==> config.mk <==
export PLATFORM = sky130hd
export DESIGN_NAME = frame_deser
export DESIGN_NICKNAME = d
export VERILOG_FILES = /design/src/rtl/fdeser_pkg.sv /design/src/rtl/fdeser_lane.sv /design/src/rtl/fdeser_ctrl.sv /design/src/rtl/frame_deser.sv
export SDC_FILE = /design/constraint.sdc
export NUM_CORES = 1
export LEC_CHECK = 0
export ABC_CLOCK_PERIOD_IN_PS = 3200
export BUFFER_PORTS_ARGS = -buffer_cell sky130_fd_sc_hd__buf_2
export CAP_MARGIN = 0
export CORE_MARGIN = 5
export CORE_UTILIZATION = 60
export CTS_BUF_LIST = sky130_fd_sc_hd__clkbuf_4 sky130_fd_sc_hd__clkbuf_8
export DETAILED_ROUTE_END_ITERATION = 8
export PLACE_DENSITY = 0.79
export SYNTH_ARGS = -nofsm -noshare
export SYNTH_HDL_FRONTEND = slang
export SYNTH_SLANG_ARGS = --single-unit
export TNS_END_PERCENT = 30
==> constraint.sdc <==
create_clock -name clk_i -period 3.2 [get_ports clk_i]
set_input_delay 0.32 -clock clk_i [delete_from_list [all_inputs] [get_ports clk_i]]
set_output_delay 0.32 -clock clk_i [all_outputs]
set_load 0.02 [all_outputs]
==> src/rtl/fdeser_pkg.sv <==
package fdeser_pkg;

  // outcome of one word-period evaluation in the slip controller
  typedef enum logic [1:0] {
    EV_NONE,
    EV_SETTLE,
    EV_MATCH,
    EV_MISS
  } eval_e;

  function automatic int bits_per_clk(input bit ddr);
    return ddr ? 2 : 1;
  endfunction

endpackage

==> src/rtl/fdeser_lane.sv <==
// One serial lane: keeps two words of history and cuts a word at an offset.
module fdeser_lane #(
  parameter int WORD_W = 7,
  parameter int BPC    = 1,
  parameter int SW     = 3
) (
  input  logic              clk_i,
  input  logic              rst_ni,
  input  logic [BPC-1:0]    bits_i,
  input  logic [SW-1:0]     slip_i,
  output logic [WORD_W-1:0] word_o
);

  localparam int HW = 2 * WORD_W;

  logic [HW-1:0] hist_q, hist_d, win;

  // newest bits enter at the top; bits_i[0] is the older of a pair
  always_comb begin
    hist_d = {bits_i, hist_q[HW-1:BPC]};
    win    = hist_q >> (WORD_W - int'(slip_i));
    word_o = win[WORD_W-1:0];
  end

  always_ff @(posedge clk_i or negedge rst_ni) begin
    if (!rst_ni) hist_q <= '0;
    else         hist_q <= hist_d;
  end

endmodule

==> src/rtl/fdeser_ctrl.sv <==
// Bit-offset search: compare frame word, step offset, settle, count matches.
module fdeser_ctrl
  import fdeser_pkg::*;
#(
  parameter int                WORD_W    = 7,
  parameter int                SW        = 3,
  parameter logic [WORD_W-1:0] FRAME_PAT = '0
) (
  input  logic              clk_i,
  input  logic              rst_ni,
  input  logic              cap_i,
  input  logic [WORD_W-1:0] frame_word_i,
  output logic [SW-1:0]     slip_o,
  output logic              locked_o,
  output logic              err_o
);

  localparam logic [SW-1:0] SLIP_MAX = SW'(WORD_W - 1);
  localparam logic [1:0]    LOCK_AT  = 2'd3;   // fourth consecutive match
  localparam logic [1:0]    SETTLE_N = 2'd2;

  logic [SW-1:0] slip_q, slip_d, tries_q, tries_d;
  logic [1:0]    hold_q, hold_d, mcnt_q, mcnt_d;
  logic          locked_q, locked_d, err_q, err_d;
  eval_e         ev;

  always_comb begin
    if (!cap_i)                          ev = EV_NONE;
    else if (hold_q != 2'd0)             ev = EV_SETTLE;
    else if (frame_word_i == FRAME_PAT)  ev = EV_MATCH;
    else                                 ev = EV_MISS;
  end

  always_comb begin
    slip_d   = slip_q;
    tries_d  = tries_q;
    hold_d   = hold_q;
    mcnt_d   = mcnt_q;
    locked_d = locked_q;
    err_d    = err_q;
    unique case (ev)
      EV_SETTLE: hold_d = hold_q - 2'd1;
      EV_MATCH: begin
        tries_d = '0;
        if (!locked_q) begin
          if (mcnt_q == LOCK_AT) begin
            locked_d = 1'b1;
            err_d    = 1'b0;
          end else begin
            mcnt_d = mcnt_q + 2'd1;
          end
        end
      end
      EV_MISS: begin
        locked_d = 1'b0;
        mcnt_d   = 2'd0;
        hold_d   = SETTLE_N;
        slip_d   = (slip_q == SLIP_MAX) ? '0 : slip_q + 1'b1;
        if (tries_q == SLIP_MAX) begin
          err_d   = 1'b1;
          tries_d = '0;
        end else begin
          tries_d = tries_q + 1'b1;
        end
      end
      default: ;
    endcase
  end

  always_ff @(posedge clk_i or negedge rst_ni) begin
    if (!rst_ni) begin
      slip_q   <= '0;
      tries_q  <= '0;
      hold_q   <= 2'd0;
      mcnt_q   <= 2'd0;
      locked_q <= 1'b0;
      err_q    <= 1'b0;
    end else begin
      slip_q   <= slip_d;
      tries_q  <= tries_d;
      hold_q   <= hold_d;
      mcnt_q   <= mcnt_d;
      locked_q <= locked_d;
      err_q    <= err_d;
    end
  end

  assign slip_o   = slip_q;
  assign locked_o = locked_q;
  assign err_o    = err_q;

  // the offset only ever moves forward by one bit, wrapping
  assert_slip_step_R4: assert property (@(posedge clk_i) disable iff (!rst_ni)
    (slip_q != $past(slip_q)) |->
      (slip_q == (($past(slip_q) == SLIP_MAX) ? '0 : $past(slip_q) + 1'b1)));

  // a step always opens a two-word settle window and drops lock
  assert_settle_after_slip_R6: assert property (@(posedge clk_i) disable iff (!rst_ni)
    (slip_q != $past(slip_q)) |-> (hold_q == SETTLE_N && !locked_q));

  // lock is only taken on a captured frame word equal to the pattern
  assert_lock_on_match_R5: assert property (@(posedge clk_i) disable iff (!rst_ni)
    $rose(locked_q) |-> ($past(cap_i) && ($past(frame_word_i) == FRAME_PAT)));

  // the error flag is only raised together with an offset step
  assert_err_with_step_R7: assert property (@(posedge clk_i) disable iff (!rst_ni)
    $rose(err_q) |-> (slip_q != $past(slip_q)));

endmodule

==> src/rtl/frame_deser.sv <==
// Multi-lane deserializer aligned by a deserialized frame clock.
module frame_deser
  import fdeser_pkg::*;
#(
  parameter int                WORD_W    = 7,
  parameter int                LANES     = 2,
  parameter bit                DDR       = 1'b0,
  parameter logic [WORD_W-1:0] FRAME_PAT = 7'b1100011
) (
  input  logic                       clk_i,
  input  logic                       rst_ni,
  input  logic [LANES*(DDR?2:1)-1:0] ser_i,
  input  logic [(DDR?2:1)-1:0]       frm_i,
  output logic [LANES*WORD_W-1:0]    word_o,
  output logic                       word_vld_o,
  output logic                       locked_o,
  output logic                       slip_err_o
);

  localparam int BPC = bits_per_clk(DDR);
  localparam int CPW = WORD_W / BPC;               // clocks per word
  localparam int PW  = (CPW > 1) ? $clog2(CPW) : 1;
  localparam int SW  = $clog2(WORD_W);

  // word-period phase: the slow word clock as a clock enable
  logic [PW-1:0] ph_q, ph_d;
  logic          cap;

  always_comb begin
    cap  = (ph_q == '0);
    ph_d = (ph_q == PW'(CPW - 1)) ? '0 : ph_q + 1'b1;
  end

  always_ff @(posedge clk_i or negedge rst_ni) begin
    if (!rst_ni) ph_q <= '0;
    else         ph_q <= ph_d;
  end

  // data lanes 0..LANES-1, frame-clock lane at index LANES
  logic [SW-1:0]     slip;
  logic [WORD_W-1:0] lane_word [LANES+1];

  for (genvar g = 0; g <= LANES; g++) begin : g_lane
    logic [BPC-1:0] bits;
    if (g < LANES) begin : g_data
      assign bits = ser_i[g*BPC +: BPC];
    end else begin : g_frame
      assign bits = frm_i;
    end
    fdeser_lane #(
      .WORD_W (WORD_W),
      .BPC    (BPC),
      .SW     (SW)
    ) u_lane (
      .clk_i  (clk_i),
      .rst_ni (rst_ni),
      .bits_i (bits),
      .slip_i (slip),
      .word_o (lane_word[g])
    );
  end

  fdeser_ctrl #(
    .WORD_W    (WORD_W),
    .SW        (SW),
    .FRAME_PAT (FRAME_PAT)
  ) u_ctrl (
    .clk_i        (clk_i),
    .rst_ni       (rst_ni),
    .cap_i        (cap),
    .frame_word_i (lane_word[LANES]),
    .slip_o       (slip),
    .locked_o     (locked_o),
    .err_o        (slip_err_o)
  );

  // output word register, loaded once per word period
  logic [LANES*WORD_W-1:0] word_q, word_d;
  logic                    vld_q, vld_d;

  always_comb begin
    word_d = word_q;
    vld_d  = cap;
    if (cap) begin
      for (int l = 0; l < LANES; l++) begin
        word_d[l*WORD_W +: WORD_W] = lane_word[l];
      end
    end
  end

  always_ff @(posedge clk_i or negedge rst_ni) begin
    if (!rst_ni) begin
      word_q <= '0;
      vld_q  <= 1'b0;
    end else begin
      word_q <= word_d;
      vld_q  <= vld_d;
    end
  end

  assign word_o     = word_q;
  assign word_vld_o = vld_q;

  // the strobe never lasts two cycles
  assert_vld_single_R3: assert property (@(posedge clk_i) disable iff (!rst_ni)
    word_vld_o |=> !word_vld_o);

  // the presented words only change alongside the strobe
  assert_word_update_R2: assert property (@(posedge clk_i) disable iff (!rst_ni)
    (word_o != $past(word_o)) |-> word_vld_o);

endmodule

=== After elaboration in Yosys (flattened, before gate mapping) ===
Index checks and enable logic that the tools add are counted.

* Add/subtract/negate cells: 6
* Multiply operators: 0
* Divide/modulo/power cells: 0
* Order comparisons: 0
* Equality and inequality tests: 12
* Shift operators: 3
* Mux-type cells: 18
* Bitwise logic cells: 0
* Reductions and logical operators: 6

{| class="wikitable"
|+ Operator list
! cell !! count
|-
| right shift 14 x 32 -> 7 bit || 3
|-
| adder 3 x 1 -> 3 bit (second input constant) || 3
|-
| equality test 3 bit (second input constant) || 3
|-
| 2-to-1 mux 3 bit || 3
|-
| 2-to-1 mux 2 bit || 4
|-
| one-hot mux 2 bit (2 select lines) || 2
|-
| equality test 7 bit (second input constant) || 1
|-
| equality test 2 bit (second input constant) || 3
|-
| 2-to-1 mux 1 bit || 6
|-
| one-hot mux 3 bit (2 select lines) || 1
|-
| nonzero test 2 bit || 3
|-
| inequality test 2 x 1 -> 1 bit (second input constant) || 2
|-
| inequality test 2 bit (second input constant) || 2
|-
| one-hot mux 1 bit (2 select lines) || 2
|-
| AND reduction 4 bit || 1
|-
| subtractor 3 x 3 -> 4 bit (first input constant) || 1
|-
| logical NOT 3 bit || 1
|-
| AND reduction 3 bit || 1
|-
| adder 2 x 1 -> 2 bit (second input constant) || 1
|-
| equality test 2 x 1 -> 1 bit (second input constant) || 1
|-
| subtractor 2 x 1 -> 2 bit (second input constant) || 1
|}

* Register bits after elaboration: 72
* Bits in latches: 0
* Bits in writable memories: 0
* ROM bits: 0
* Input bits: 5
* Word-level logic and storage cells: 57
* Memories kept: 0

=== Depth between registers and ports, before layout ===
Gate-level depths: netlist of the first run.

* Word-level depth: 9
* Gate-level depth with buffers: 9

=== Modules after synthesis ===
Synthesis of the first run repeated with hierarchy kept, for this count alone.

* Cell total of the unflattened synthesis: 199
* Area, all modules: 3355.7 um2

{| class="wikitable"
|+ By module, submodules not included
! module !! instances !! cells each !! area each (um2)
|-
| fdeser_lane || 3 || 33 || 658.1
|-
| frame_deser || 1 || 40 || 715.7
|-
| fdeser_ctrl || 1 || 60 || 665.6
|}

=== Worst setup path before layout of the first run ===
OpenSTA, ideal clock, no wires.

* Kind: reg-to-reg
* Start: register u_ctrl.slip_q[0] (netlist: u_ctrl.slip_o[0])
* End: register u_ctrl.hold_q[0]
* Setup time: 0.127 ns
* Arrival: 2.054 ns
* Data required time: 3.073 ns
* Slack: 1.018 ns
* Stages on the path, launching flop included: 7
* Clock period less this slack: 2.182 ns
* Cell sequence: dfrtp_1 > mux2_2 > or4_1 > and4_1 > a211oi_2 > nand2b_2 > mux2_1

* Cells in the longest elaborated chain, start to end: 8

{| class="wikitable"
|+ Ends and longest elaborated chain
! item !! line !! source
|-
| start: declaration || fdeser_ctrl.sv:22 || <nowiki>logic [SW-1:0] slip_q, slip_d, tries_q, tries_d;</nowiki>
|-
| start signal: assignment || fdeser_ctrl.sv:79 || <nowiki>slip_q <= slip_d;</nowiki>
|-
| subtractor 3 x 3 -> 4 bit * || fdeser_lane.sv:21 || <nowiki>win = hist_q >> (WORD_W - int'(slip_i));</nowiki>
|-
| right shift 14 x 32 -> 7 bit * || fdeser_lane.sv:21 ||
|-
| equality test 7 bit * || fdeser_ctrl.sv:30 || <nowiki>else if (frame_word_i == FRAME_PAT) ev = EV_MATCH;</nowiki>
|-
| 2-to-1 mux 1 bit * || fdeser_ctrl.sv:30 ||
|-
| 2-to-1 mux 2 bit * || fdeser_ctrl.sv:29 || <nowiki>else if (hold_q != 2'd0) ev = EV_SETTLE;</nowiki>
|-
| 2-to-1 mux 2 bit * || fdeser_ctrl.sv:28 || <nowiki>if (!cap_i) ev = EV_NONE;</nowiki>
|-
| equality test 2 bit or equality test 2 x 1 -> 1 bit (tied branches) || fdeser_ctrl.sv:41 || <nowiki>unique case (ev)</nowiki>
|-
| one-hot mux 2 bit (2 select lines) or nonzero test 2 bit (tied branches) || -- ||
|-
| end signal: assignment || fdeser_ctrl.sv:81 || <nowiki>hold_q <= hold_d;</nowiki>
|-
| end: declaration || fdeser_ctrl.sv:23 || <nowiki>logic [1:0] hold_q, hold_d, mcnt_q, mcnt_d;</nowiki>
|}

Mark *: on every way between the ends. The rest lies on a longest branch, timed or not.
A chain may end at the register's enable or synchronous reset.

=== Final worst setup path of the first run ===
* Start: register u_ctrl.slip_q[0] (netlist: u_ctrl.slip_o[0])
* End: register u_ctrl.slip_q[0] (netlist: u_ctrl.slip_o[0])

* Cells in the longest elaborated chain, start to end: 7

{| class="wikitable"
|+ Ends and longest elaborated chain
! item !! line
|-
| subtractor 3 x 3 -> 4 bit || fdeser_lane.sv:21
|-
| right shift 14 x 32 -> 7 bit || fdeser_lane.sv:21
|-
| equality test 7 bit || fdeser_ctrl.sv:30
|-
| 2-to-1 mux 1 bit || fdeser_ctrl.sv:30
|-
| 2-to-1 mux 2 bit || fdeser_ctrl.sv:29
|-
| 2-to-1 mux 2 bit || fdeser_ctrl.sv:28
|-
| equality test 2 bit || fdeser_ctrl.sv:41
|}

Several ways; a longest one is shown, not always the timed one.

==> results of run 1 <==
## final cells by class
| class | count | area [um^2] |
|---|---|---|
| clock buffer | 10 | 131 |
| clock inverter | 6 | 116 |
| fill | 401 | 1870 |
| inverter | 9 | 33.8 |
| multi-input combinational | 183 | 1630 |
| sequential | 72 | 1800 |
| tap | 75 | 93.8 |
| timing repair buffer | 30 | 175 |
## Yosys cell counts, types with 2 or more instances
cell type	count
and2_1	3
mux2_2	6
nor2b_1	2
ha_1	2
nand2b_1	2
nand3b_1	8
dfrtp_1	72
nand3_1	2
o2111ai_1	2
nor2_1	20
nand4_1	4
a21oi_1	17
o21a_1	2
or3b_2	2
a211o_1	3
o21ai_0	5
and3b_1	2
buf_4	5
nor3b_1	4
a2111oi_2	2
or4_1	2
nand2_1	12
a21o_1	2
clkbuf_1	5
buf_2	3
a22oi_2	2
or3b_1	4
mux2i_1	31
inv_1	8
buf_6	2
mux4_2	15
o311ai_0	2
## placed cells by master, fill, tap and decap left out, types with 2 or more instances in the layout
cell | netlist | final
nand2b_1 | 2 | 2
a21o_1 | 2 | 2
o2111ai_1 | 2 | 2
dfrtp_1 | 72 | 71
or3b_1 | 4 | 4
and3b_1 | 2 | 2
a211o_1 | 3 | 3
mux4_2 | 15 | 15
nor2b_1 | 2 | 2
buf_4 | 5 | 8
nand2_1 | 12 | 12
nor3b_1 | 4 | 4
mux2i_1 | 31 | 31
mux2_2 | 6 | 6
nand3_1 | 2 | 2
clkinv_4 | 0 | 2
a22oi_2 | 2 | 2
or4_1 | 2 | 2
o21a_1 | 2 | 2
or3b_2 | 2 | 2
o311ai_0 | 2 | 2
o21ai_0 | 5 | 5
nand4_1 | 4 | 4
clkbuf_8 | 0 | 9
nand3b_1 | 8 | 8
and2_1 | 3 | 3
a2111oi_2 | 2 | 2
a21oi_1 | 17 | 17
nor2_1 | 20 | 20
buf_2 | 3 | 21
ha_1 | 2 | 2
inv_1 | 8 | 8
bufinv_16 | 0 | 3
## cells by family after synthesis
kind of cell | after synthesis
AOI/OAI and AO/OA | 51
adders and majority gates | 2
DFF | 72
muxes | 54
and+or+nand+nor | 76
buffers and inverters | 25
## worst paths after layout
path / slack (ns) / cells after the start / to / startpoint
min in group asynchronous: 0.46 / 2 / g_lane[0].u_lane.hist_q[9]$_DFF_PN0_ / rst_ni
setup / recovery: 0.59 / 7 / u_ctrl.slip_o[0]$_DFFE_PN0N_ / u_ctrl.slip_o[0]$_DFFE_PN0N_
max in group asynchronous: 1.98 / 3 / u_ctrl.slip_o[0]$_DFFE_PN0N_ / rst_ni
hold reg to reg: 0.37 / 0 / g_lane[2].u_lane.hist_q[11]$_DFF_PN0_ / g_lane[2].u_lane.hist_q[12]$_DFF_PN0_
setup reg to reg: 0.59 / 7 / u_ctrl.slip_o[0]$_DFFE_PN0N_ / u_ctrl.slip_o[0]$_DFFE_PN0N_
hold / removal: 0.07 / 1 / g_lane[0].u_lane.hist_q[13]$_DFF_PN0_ / ser_i[0]
## stage by stage
| stage | std cells | utilization [%] |
|---|---|---|
| floorplan | 280 | - |
| global placement | 368 | 63.6 |
| detailed placement | 368 | 63.6 |
| CTS | 385 | 68.0 |
| global route | 385 | 68.0 |
| finish | 385 | 68.0 |
## power by group through the flow
stage                     combinational, mW  clock (mW)  sequential (mW)
after global routing                  0.191       0.946            0.997
final                                 0.174       0.883            0.989
after CTS                             0.176       0.889            0.989
after global placement                0.169           0             1.00
after detailed placement              0.174           0             1.01
after floorplan                       0.112           0             1.01
## worst reg2reg max path, delay by kind of cell, from the launching register on
| kind | cells | cell delay (ns) |
|---|---|---|
| buf+inv | 1 | 0.27 |
| mux | 2 | 0.68 |
| simple gates | 1 | 0.14 |
| compound gates | 3 | 0.79 |
| flops | 1 | 0.62 |
## routing by layer
layer | share of wire [%] | wire, um
met1 | 45 | 3050
met2 | 49 | 3300
met3 | 4.4 | 301
met4 | 1.9 | 131
met5 | 0 | 0
## what timing repair did
| action | 4_1_cts | 5_1_grt |
|---|---|---|
| hold buffers | 1 | 0 |
| hold endpoints to repair | 23 | 0 |
| endpoints found under the setup margin | 0 | 0 |
## state kept, by name, summed over array words and instances, names as in the netlist
name and count:
g_lane.u_lane.hist_q 42, ph_q 3, u_ctrl.err_o 1, u_ctrl.hold_q 2
u_ctrl.locked_o 1, u_ctrl.mcnt_q 2, u_ctrl.slip_o 3, u_ctrl.tries_q 3
word_o 14, word_vld_o 1
==> flow_metrics.env, run 1 <==
export IMPL_outcome="finished, final reports clean"
export IMPL_netlist_area_um2=3550
export IMPL_start_util_pct=60.7
export IMPL_viasPerCell=6.12
export IMPL_rsz0062_at_grt="no"
export IMPL_ys_types=59
export IMPL_cp_num_buf_inv=1
export IMPL_num_rows=28
export IMPL_yosysTopAreaCellShare_pct=50.7
export IMPL_p_sw_mw=0.482
export IMPL_cts_reportedPaths_clkPinSlew_ns=0.08
export IMPL_slew_headroom_pct=64.7
export IMPL_final_nets=312
export IMPL_die_area_um2=7560
export IMPL_track_usage_pct=20.3
export IMPL_vias=2355
export IMPL_crit_family="compound AO/OA/AOI/OAI gates"
export IMPL_cts_tree="built"
export IMPL_hold_class="input port to register"
export IMPL_clock_latency_ns=0.36
export IMPL_yosysSeqAreaShare_pct=50.7
export IMPL_dr_first_iter_drc_count=170
export IMPL_synth_mux_area_share_pct=20.9
export IMPL_peakVddDrop_mv=0.295
export IMPL_met2_usage_pct=31.0
export IMPL_grt_overflow=0
export IMPL_gp_congestion=0.831
export IMPL_cts_repair_resized=0
export IMPL_num_antenna_cells=0
export IMPL_grt_pass1_vias=2423
export IMPL_p_comb_share_pct=8.5
export IMPL_ys_top_cells_by_area="dfrtp_1 51%, mux4_2 9.5%, mux2i_1 8.7%"
export IMPL_dpl_cell_area_um2=3720
export IMPL_fin_area_um2=3980
export IMPL_die_y_um=87.0
export IMPL_post_place_ws_ns=0.608
export IMPL_ys_flop_type="dfrtp_1"
export IMPL_worstPathRequired_ns=3.44
export IMPL_cts_buffers_inserted=9
export IMPL_ant_nets=0
export IMPL_internal_power_mw=1.56
export IMPL_fmax_ghz=0.384
export IMPL_use_met3_pct=5.20
export IMPL_busiest_layer="met2"
export IMPL_grt_pass1_wl_mm=11.8
export IMPL_antenna_found_initial=0
export IMPL_clockPowerShare_pct=43.1
export IMPL_dp_hpwl_mm=4.62
export IMPL_root_buffer="clkbuf_8"
export IMPL_coreArea_um2=5850
export IMPL_p_sw_share_pct=23.6
export IMPL_fin_crit_sh_pct=81.4
export IMPL_io_pins=22
export IMPL_synth_top_area_cell="dfrtp_1"
export IMPL_slew_viol_final=0
export IMPL_yosys_area_share_adder_pct=0.704
export IMPL_grt_use_met1_pct=27.5
export IMPL_cts_sinks=72
export IMPL_p_leak_nw=1.83
export IMPL_path_cells="buf_4 > mux2_2 > a211oi_1 > a2111oi_2 > a22oi_2 > nand2_2 > mux2_4"
export IMPL_clockBufferDepth=2
export IMPL_power_mw=2.05
export IMPL_port_buffers=21
export IMPL_synth_edf_count=0
export IMPL_arrival_ns=2.84
export IMPL_max_stage_delay_ns=0.62
export IMPL_htreeDepth=3
export IMPL_synth_top_family_by_area="multiplexers"
export IMPL_cp_start_kind="register"
export IMPL_synth_xor_area_share_pct=0
export IMPL_finalClockSkew_ns=0.0125
export IMPL_drc=0
export IMPL_endpoint_kind="register"
export IMPL_grt_max_degree=30
export IMPL_finalSetupTns_ns=0
export IMPL_die_w_um=87.0
export IMPL_dr_pass1_iters=4
export IMPL_avgSynthCellArea_um2=12.7
export IMPL_setup_viol=0
export IMPL_wl_mm=6.79
export IMPL_synth_seq_cells=72
export IMPL_drive_gt1_share_pct=26.8
export IMPL_yosysWarnings=0
export IMPL_timing_hold_ws_ns=0.0688
export IMPL_tightest_slew_ns=0.522
export IMPL_syn_to_final_growth_pct=12.0
export IMPL_synth_simple_area_share_pct=12.7
export IMPL_postCtsSetupRepairBufs=0
export IMPL_max_cap_violations=0
export IMPL_cp_slowest_cell="dfrtp_2"
export IMPL_period_minus_slack_ns=2.61
export IMPL_synth_compound_area_share_pct=11.3
export IMPL_power_density_nw_per_um2=514
export IMPL_wl_per_cell_um=17.6
export IMPL_synth_async_reset_ratio_pct=100
export IMPL_critical_path_class="register to register"
export IMPL_seqPwrFrac_pct=48.4
export IMPL_cp_max_fo=25
export IMPL_postLayoutSetupSlackWorst_ns=0.594
export IMPL_hold_viol_final=0
export IMPL_syn_nets=287
export IMPL_synthCells=280
(Power assumes the default switching activity.)
==> run 2: changes to the inputs <==
--- a/config.mk
+++ b/config.mk
@@ -5,11 +5,11 @@
 export SDC_FILE = /design/constraint.sdc
 export NUM_CORES = 1
 export LEC_CHECK = 0
-export ABC_CLOCK_PERIOD_IN_PS = 3200
+export ABC_CLOCK_PERIOD_IN_PS = 2100
 export BUFFER_PORTS_ARGS = -buffer_cell sky130_fd_sc_hd__buf_2
 export CAP_MARGIN = 0
 export CORE_MARGIN = 5
-export CORE_UTILIZATION = 60
+export CORE_UTILIZATION = 57
 export CTS_BUF_LIST = sky130_fd_sc_hd__clkbuf_4 sky130_fd_sc_hd__clkbuf_8
 export DETAILED_ROUTE_END_ITERATION = 8
 export PLACE_DENSITY = 0.79
==> constraint.sdc (replaced) <==
create_clock -name clk_i -period 2.1 [get_ports clk_i]
set_input_delay 0.21 -clock clk_i [delete_from_list [all_inputs] [get_ports clk_i]]
set_output_delay 0.21 -clock clk_i [all_outputs]
set_load 0.02 [all_outputs]
==> run 2 against run 1 <==
The run now ends with negative setup slack left. Maximum frequency rose by 15%. Die area rose by 4.7%. Combinational power rose by 86%. Routed wire length rose by 9.7%. Sequential power rose by 52%. Critical path depth did not move. Sequential share of layout area fell by 3.7 points. Final area rose by 8.9%. First-iteration DRC count rose by 24%. Final cell count rose by 9.4%. Clock power rose by 23%. Worst hold slack improved by 0.31 ns. Critical path type unchanged. Critical endpoint is now u_ctrl.hold_q[0]$_DFFE_PN0P_.
==> flow_metrics.env, run 2 (synthesis results as in run 1) <==
export IMPL_min_delay_start="g_lane[2].u_lane.hist_q[12]$_DFF_PN0_"
export IMPL_dp_hpwl_mm=5.10
export IMPL_post_place_ws_ns=-0.200
export IMPL_layout_commonest_cell="dfrtp_1"
export IMPL_violations="negative setup slack"
export IMPL_syn_to_final_growth_pct=21.9
export IMPL_clock_latency_ns=0.35
export IMPL_wl_per_cell_um=17.7
export IMPL_num_antenna_cells=0
export IMPL_antenna_found_initial=0
export IMPL_clockBufferDepth=2
export IMPL_endpoint_kind="register"
export IMPL_fmax_ghz=0.441
export IMPL_gp_congestion=0.945
export IMPL_peakVddDrop_mv=0.598
export IMPL_p_leak_nw=2.03
export IMPL_top_register="g_lane.u_lane.hist_q"
export IMPL_num_rows=28
export IMPL_critical_path_class="register to register"
export IMPL_outcome="finished with violations"
export IMPL_die_y_um=89.0
export IMPL_dr_pass1_iters=4
export IMPL_finalClockSkew_ns=0.00825
export IMPL_grt_max_degree=30
export IMPL_final_nets=348
export IMPL_rsz0062_at_grt="yes"
export IMPL_cp_start_kind="register"
export IMPL_hold_class="register to register"
export IMPL_vias=2480
export IMPL_die_area_um2=7910
export IMPL_setup_viol=11
export IMPL_final_cell_mix="71 x dfrtp_1, 31 x mux2i_1, 30 x buf_4"
export IMPL_rr_startpoint="u_ctrl.slip_o[0]$_DFFE_PN0N_"
export IMPL_port_buffers=21
export IMPL_htreeDepth=3
export IMPL_finalSetupTns_ns=-1.08
export IMPL_postLayoutSetupSlackWorst_ns=-0.168
export IMPL_max_cap_violations=0
export IMPL_timing_critical_path_from="u_ctrl.slip_o[0]$_DFFE_PN0N_"
export IMPL_largest_register_ffs=42
export IMPL_wl_met1_mm=3.41
export IMPL_power_density_nw_per_um2=674
export IMPL_wl_mm=7.45
export IMPL_track_usage_pct=21.7
export IMPL_viasPerCell=5.89
export IMPL_cp_max_fo=4
export IMPL_max_stage_delay_ns=0.42
export IMPL_arrival_ns=2.50
export IMPL_crit_family="simple AND/OR/NAND/NOR gates"
export IMPL_met2WireLength_mm=3.63
export IMPL_worstPathRequired_ns=2.33
export IMPL_start_util_pct=59.3
export IMPL_cts_tree="built"
export IMPL_cp_slowest_cell="dfrtp_2"
export IMPL_slew_headroom_pct=61.4
export IMPL_die_w_um=89.0
export IMPL_tightest_slew_ns=0.579
export IMPL_cts_buffers_inserted=9
export IMPL_grt_overflow=0
export IMPL_root_buffer="clkbuf_8"
export IMPL_cp_num_buf_inv=1
export IMPL_grt_pass1_wl_mm=12.9
export IMPL_io_pins=22
export IMPL_coreArea_um2=5990
export IMPL_highest_layer="met4"
export IMPL_power_mw=2.92
export IMPL_slew_viol_final=0
export IMPL_fin_crit_sh_pct=108
export IMPL_hold_viol_final=0
export IMPL_path_cells="buf_6 > mux2_2 > or4_1 > and4_1 > a211oi_2 > nand2b_4 > mux2_4"
export IMPL_ant_nets=0
export IMPL_cts_sinks=72
export IMPL_cts_reportedPaths_clkPinSlew_ns=0.07
export IMPL_wl_met3_um=301
export IMPL_period_minus_slack_ns=2.27
export IMPL_dr_first_iter_drc_count=210
export IMPL_drc=0
export IMPL_grt_pass1_vias=2586
export IMPL_drive_gt1_share_pct=35.8
run 2: changes by cell type in the layout (fill, tap and decap cells not counted), sizes merged:
cell	delta
buf	+33
dlygate4sd3	+3
bufinv	-2
clkinv	+2
clkbuf	+1
inv	-1
run 2: repair_timing:
item / CTS / global route
buffers inserted: 4 / 0
setup endpoints to repair: 12 / 12
hold buffers: 4 / 0
pin swaps: 12 / 6
gates resized for setup: 18 / 6
endpoints found under the hold margin: 26 / 0
run 2: path summary, 6_finish.rpt:
path                       cells after the start  slack, ns                                    end
setup / recovery                               7      -0.17           u_ctrl.hold_q[0]$_DFFE_PN0P_
hold / removal                                 0       0.38  g_lane[2].u_lane.hist_q[11]$_DFF_PN0_
setup reg to reg                               7      -0.17           u_ctrl.hold_q[0]$_DFFE_PN0P_
hold reg to reg                                0       0.38  g_lane[2].u_lane.hist_q[11]$_DFF_PN0_
max in group asynchronous                      3       0.94                 word_o[11]$_DFFE_PN0P_
min in group asynchronous                      2       0.39                  word_o[4]$_DFFE_PN0P_
run 2: stage by stage:
step | hold slack, ns | std cells | util [%] | cell area, um^2
CTS | 0.382 | 421 | 72.0 | 4310
global placement | 0.246 | 397 | 66.4 | 3980
detailed placement | 0.248 | 397 | 66.4 | 3980
global route | 0.401 | 421 | 72.3 | 4330
finish | 0.375 | 421 | 72.3 | 4330
floorplan | -0.0856 | 280 | - | 3560
run 2: routing by layer:
| metal | GRT usage (%) | vias to the layer above |
|---|---|---|
| li1 | - | 1175 |
| met1 | 29.7 | 1242 |
| met2 | 35.0 | 52 |
| met3 | 3.32 | 11 |
| met4 | 8.93 | 0 |
| met5 | 0 | - |
run 2: worst reg2reg max path, cell delays in order, from the launching register on:
cell and delay [ns]:
dfrtp_2 0.42, buf_6 0.12, mux2_2 0.31, or4_1 0.38
and4_1 0.18, a211oi_2 0.27, nand2b_4 0.19, mux2_4 0.29
run 2: cell type report:
cell class / instances / area [um^2]
inverters: 9 / 33.8
flip-flops and latches: 72 / 1800
clock buffers: 11 / 139
fillers: 396 / 1660
well taps: 75 / 93.8
multi-input cells: 183 / 1690
repair buffers: 66 / 512
clock inverters: 5 / 57.6
run 2: power breakdown:
group          switching, mW  leakage, nW  internal [mW]
Combinational          0.163         1.07          0.160
Clock                  0.519        0.104          0.575
Sequential            0.0542        0.853           1.45
Total                  0.737         2.03           2.18
==> run 3: changes to the inputs <==
--- a/config.mk
+++ b/config.mk
@@ -12,7 +12,7 @@
 export CORE_UTILIZATION = 57
 export CTS_BUF_LIST = sky130_fd_sc_hd__clkbuf_4 sky130_fd_sc_hd__clkbuf_8
 export DETAILED_ROUTE_END_ITERATION = 8
-export PLACE_DENSITY = 0.79
+export PLACE_DENSITY = 0.91
 export SYNTH_ARGS = -nofsm -noshare
 export SYNTH_HDL_FRONTEND = slang
 export SYNTH_SLANG_ARGS = --single-unit
==> run 3 against run 2 <==
The flow still finishes with violations (negative setup slack). Global-route usage up 0.52 points. Worst setup slack better by 0.017 ns. Sequential share of layout area up 0.30 points. Final area down 0.72%. Maximum frequency up 0.77%. Highest routed layer unchanged. Clock power about the same.
==> flow_metrics.env, run 3 (synthesis results as in run 1) <==
export IMPL_die_area_um2=7910
export IMPL_cp_start_kind="register"
export IMPL_io_pins=22
export IMPL_coreArea_um2=5990
export IMPL_crit_family="simple AND/OR/NAND/NOR gates"
export IMPL_cts_reportedPaths_clkPinSlew_ns=0.08
export IMPL_syn_to_final_growth_pct=21.1
export IMPL_cp_num_buf_inv=0
export IMPL_outcome="finished with violations"
export IMPL_num_rows=28
export IMPL_dp_hpwl_mm=5.21
export IMPL_final_seq_area_um2=1800
export IMPL_hold_viol_final=0
export IMPL_start_util_pct=59.3
export IMPL_setup_viol=11
export IMPL_postCtsSetupRepairBufs=0
export IMPL_path_cells="mux2_2 > or4_1 > and4_1 > a211oi_2 > nand2b_4 > mux2_4"
export IMPL_port_buffers=21
export IMPL_ant_nets=0
export IMPL_grt_pass1_vias=2518
export IMPL_post_place_ws_ns=-0.109
export IMPL_viasPerCell=6.26
export IMPL_grt_pass1_wl_mm=13.0
export IMPL_vias=2573
export IMPL_max_stage_delay_ns=0.48
export IMPL_violations="negative setup slack"
export IMPL_top_register="g_lane.u_lane.hist_q"
export IMPL_finalSetupTns_ns=-1.05
export IMPL_postLayoutSetupSlackWorst_ns=-0.150
export IMPL_hold_class="register to register"
export IMPL_htreeDepth=3
export IMPL_root_buffer="clkbuf_8"
export IMPL_die_y_um=89.0
export IMPL_die_w_um=89.0
export IMPL_period_minus_slack_ns=2.25
export IMPL_cts_tree="built"
export IMPL_arrival_ns=2.49
export IMPL_timing_critical_path_from="u_ctrl.slip_o[0]$_DFFE_PN0N_"
export IMPL_antenna_found_initial=0
export IMPL_layout_commonest_cell="dfrtp_1"
export IMPL_peakVddDrop_mv=0.555
export IMPL_endpoint_kind="register"
export IMPL_clock_latency_ns=0.35
export IMPL_slew_viol_final=0
export IMPL_multi_input_area_um2=1750
export IMPL_clockBufferDepth=2
export IMPL_cp_max_fo=6
export IMPL_tightest_slew_ns=0.557
export IMPL_drc=0
export IMPL_rr_startpoint="u_ctrl.slip_o[0]$_DFFE_PN0N_"
export IMPL_finalClockSkew_ns=0.0130
export IMPL_rsz0062_at_grt="yes"
export IMPL_cp_slowest_cell="dfrtp_2"
export IMPL_p_leak_nw=1.98
export IMPL_slew_headroom_pct=62.9
export IMPL_dr_pass1_iters=4
export IMPL_max_cap_violations=0
export IMPL_track_usage_pct=22.2
export IMPL_min_delay_start="g_lane[2].u_lane.hist_q[12]$_DFF_PN0_"
export IMPL_grt_max_degree=73
export IMPL_wl_per_cell_um=19.4
export IMPL_fmax_ghz=0.444
export IMPL_cts_buffers_inserted=9
export IMPL_gp_congestion=0.884
export IMPL_power_density_nw_per_um2=681
export IMPL_worstPathRequired_ns=2.34
export IMPL_num_antenna_cells=0
export IMPL_dr_first_iter_drc_count=276
export IMPL_cts_sinks=72
export IMPL_critical_path_class="register to register"
export IMPL_power_mw=2.93
export IMPL_drive_gt1_share_pct=34.2
export IMPL_fin_crit_sh_pct=107
export IMPL_final_nets=338
export IMPL_final_cell_mix="71 x dfrtp_1, 30 x mux2i_1, 27 x buf_4"
export IMPL_largest_register_ffs=42
export IMPL_grt_overflow=0
export IMPL_wl_mm=7.96
export IMPL_nFillCells=381
-- run 3: cell types whose count changed in the layout (fill, tap and decap cells not counted), moves of 2 or more --
cell,before,now
clkinvlp_4,0,3
buf_4,30,27
clkinv_4,2,0
buf_6,9,1
-- run 3: area by class of cell --
cell class,count,area share (%)
Sequential cell,72,41.9
Timing Repair Buffer,56,9.86
Clock inverter,5,1.34
Inverter,9,0.785
Tap cell,75,2.18
Multi-Input combinational cell,183,40.7
Clock buffer,11,3.23
-- run 3: what timing repair did --
action                                 4_1_cts  5_1_grt
setup endpoints to repair                   12       12
hold buffers                                 4        0
endpoints found under the hold margin       75        0
cloned                                       0        1
pin swaps                                    6        6
gates resized for setup                      8       12
-- run 3: per-layer routing --
layer / GRT usage, % / wire length (um)
met2: 34.5 / 3900
met5: 0 / 0
met1: 29.6 / 3320
met3: 6.73 / 578
met4: 8.53 / 166
-- run 3: worst paths after layout --
path | endpoint | slack [ns] | cells after the start
hold reg to reg | g_lane[2].u_lane.hist_q[11]$_DFF_PN0_ | 0.38 | 0
setup / recovery | u_ctrl.hold_q[0]$_DFFE_PN0P_ | -0.15 | 6
hold / removal | g_lane[2].u_lane.hist_q[11]$_DFF_PN0_ | 0.38 | 0
min in group asynchronous | g_lane[1].u_lane.hist_q[2]$_DFF_PN0_ | 0.41 | 3
max in group asynchronous | u_ctrl.slip_o[0]$_DFFE_PN0N_ | 1.37 | 3
setup reg to reg | u_ctrl.hold_q[0]$_DFFE_PN0P_ | -0.15 | 6
-- run 3: where the power goes --
part | leakage, nW | internal, mW | total, mW | switching [mW]
Combinational | 1.04 | 0.160 | 0.333 | 0.173
Clock | 0.0924 | 0.573 | 1.09 | 0.519
Sequential | 0.853 | 1.45 | 1.51 | 0.0564
Total | 1.98 | 2.18 | 2.93 | 0.748
-- run 3: worst register-to-register path: cells and delay by family, from the launching register on --
kind / cells / cell delay, ns
mux: 2 / 0.65
flops: 1 / 0.48
simple gates: 3 / 0.80
compound gates: 1 / 0.22
-- run 3: per-stage QoR --
stage	instance area (um^2)	std cells	hold slack, ns	utilization [%]
5_1_grt	4300	411	0.400	71.8
3_5_place_dp	3920	390	0.265	65.5
6_report	4300	411	0.379	71.8
4_1_cts	4210	410	0.381	70.3
2_1_floorplan	3560	280	-0.0856	-
3_3_place_gp	3920	390	0.256	65.5
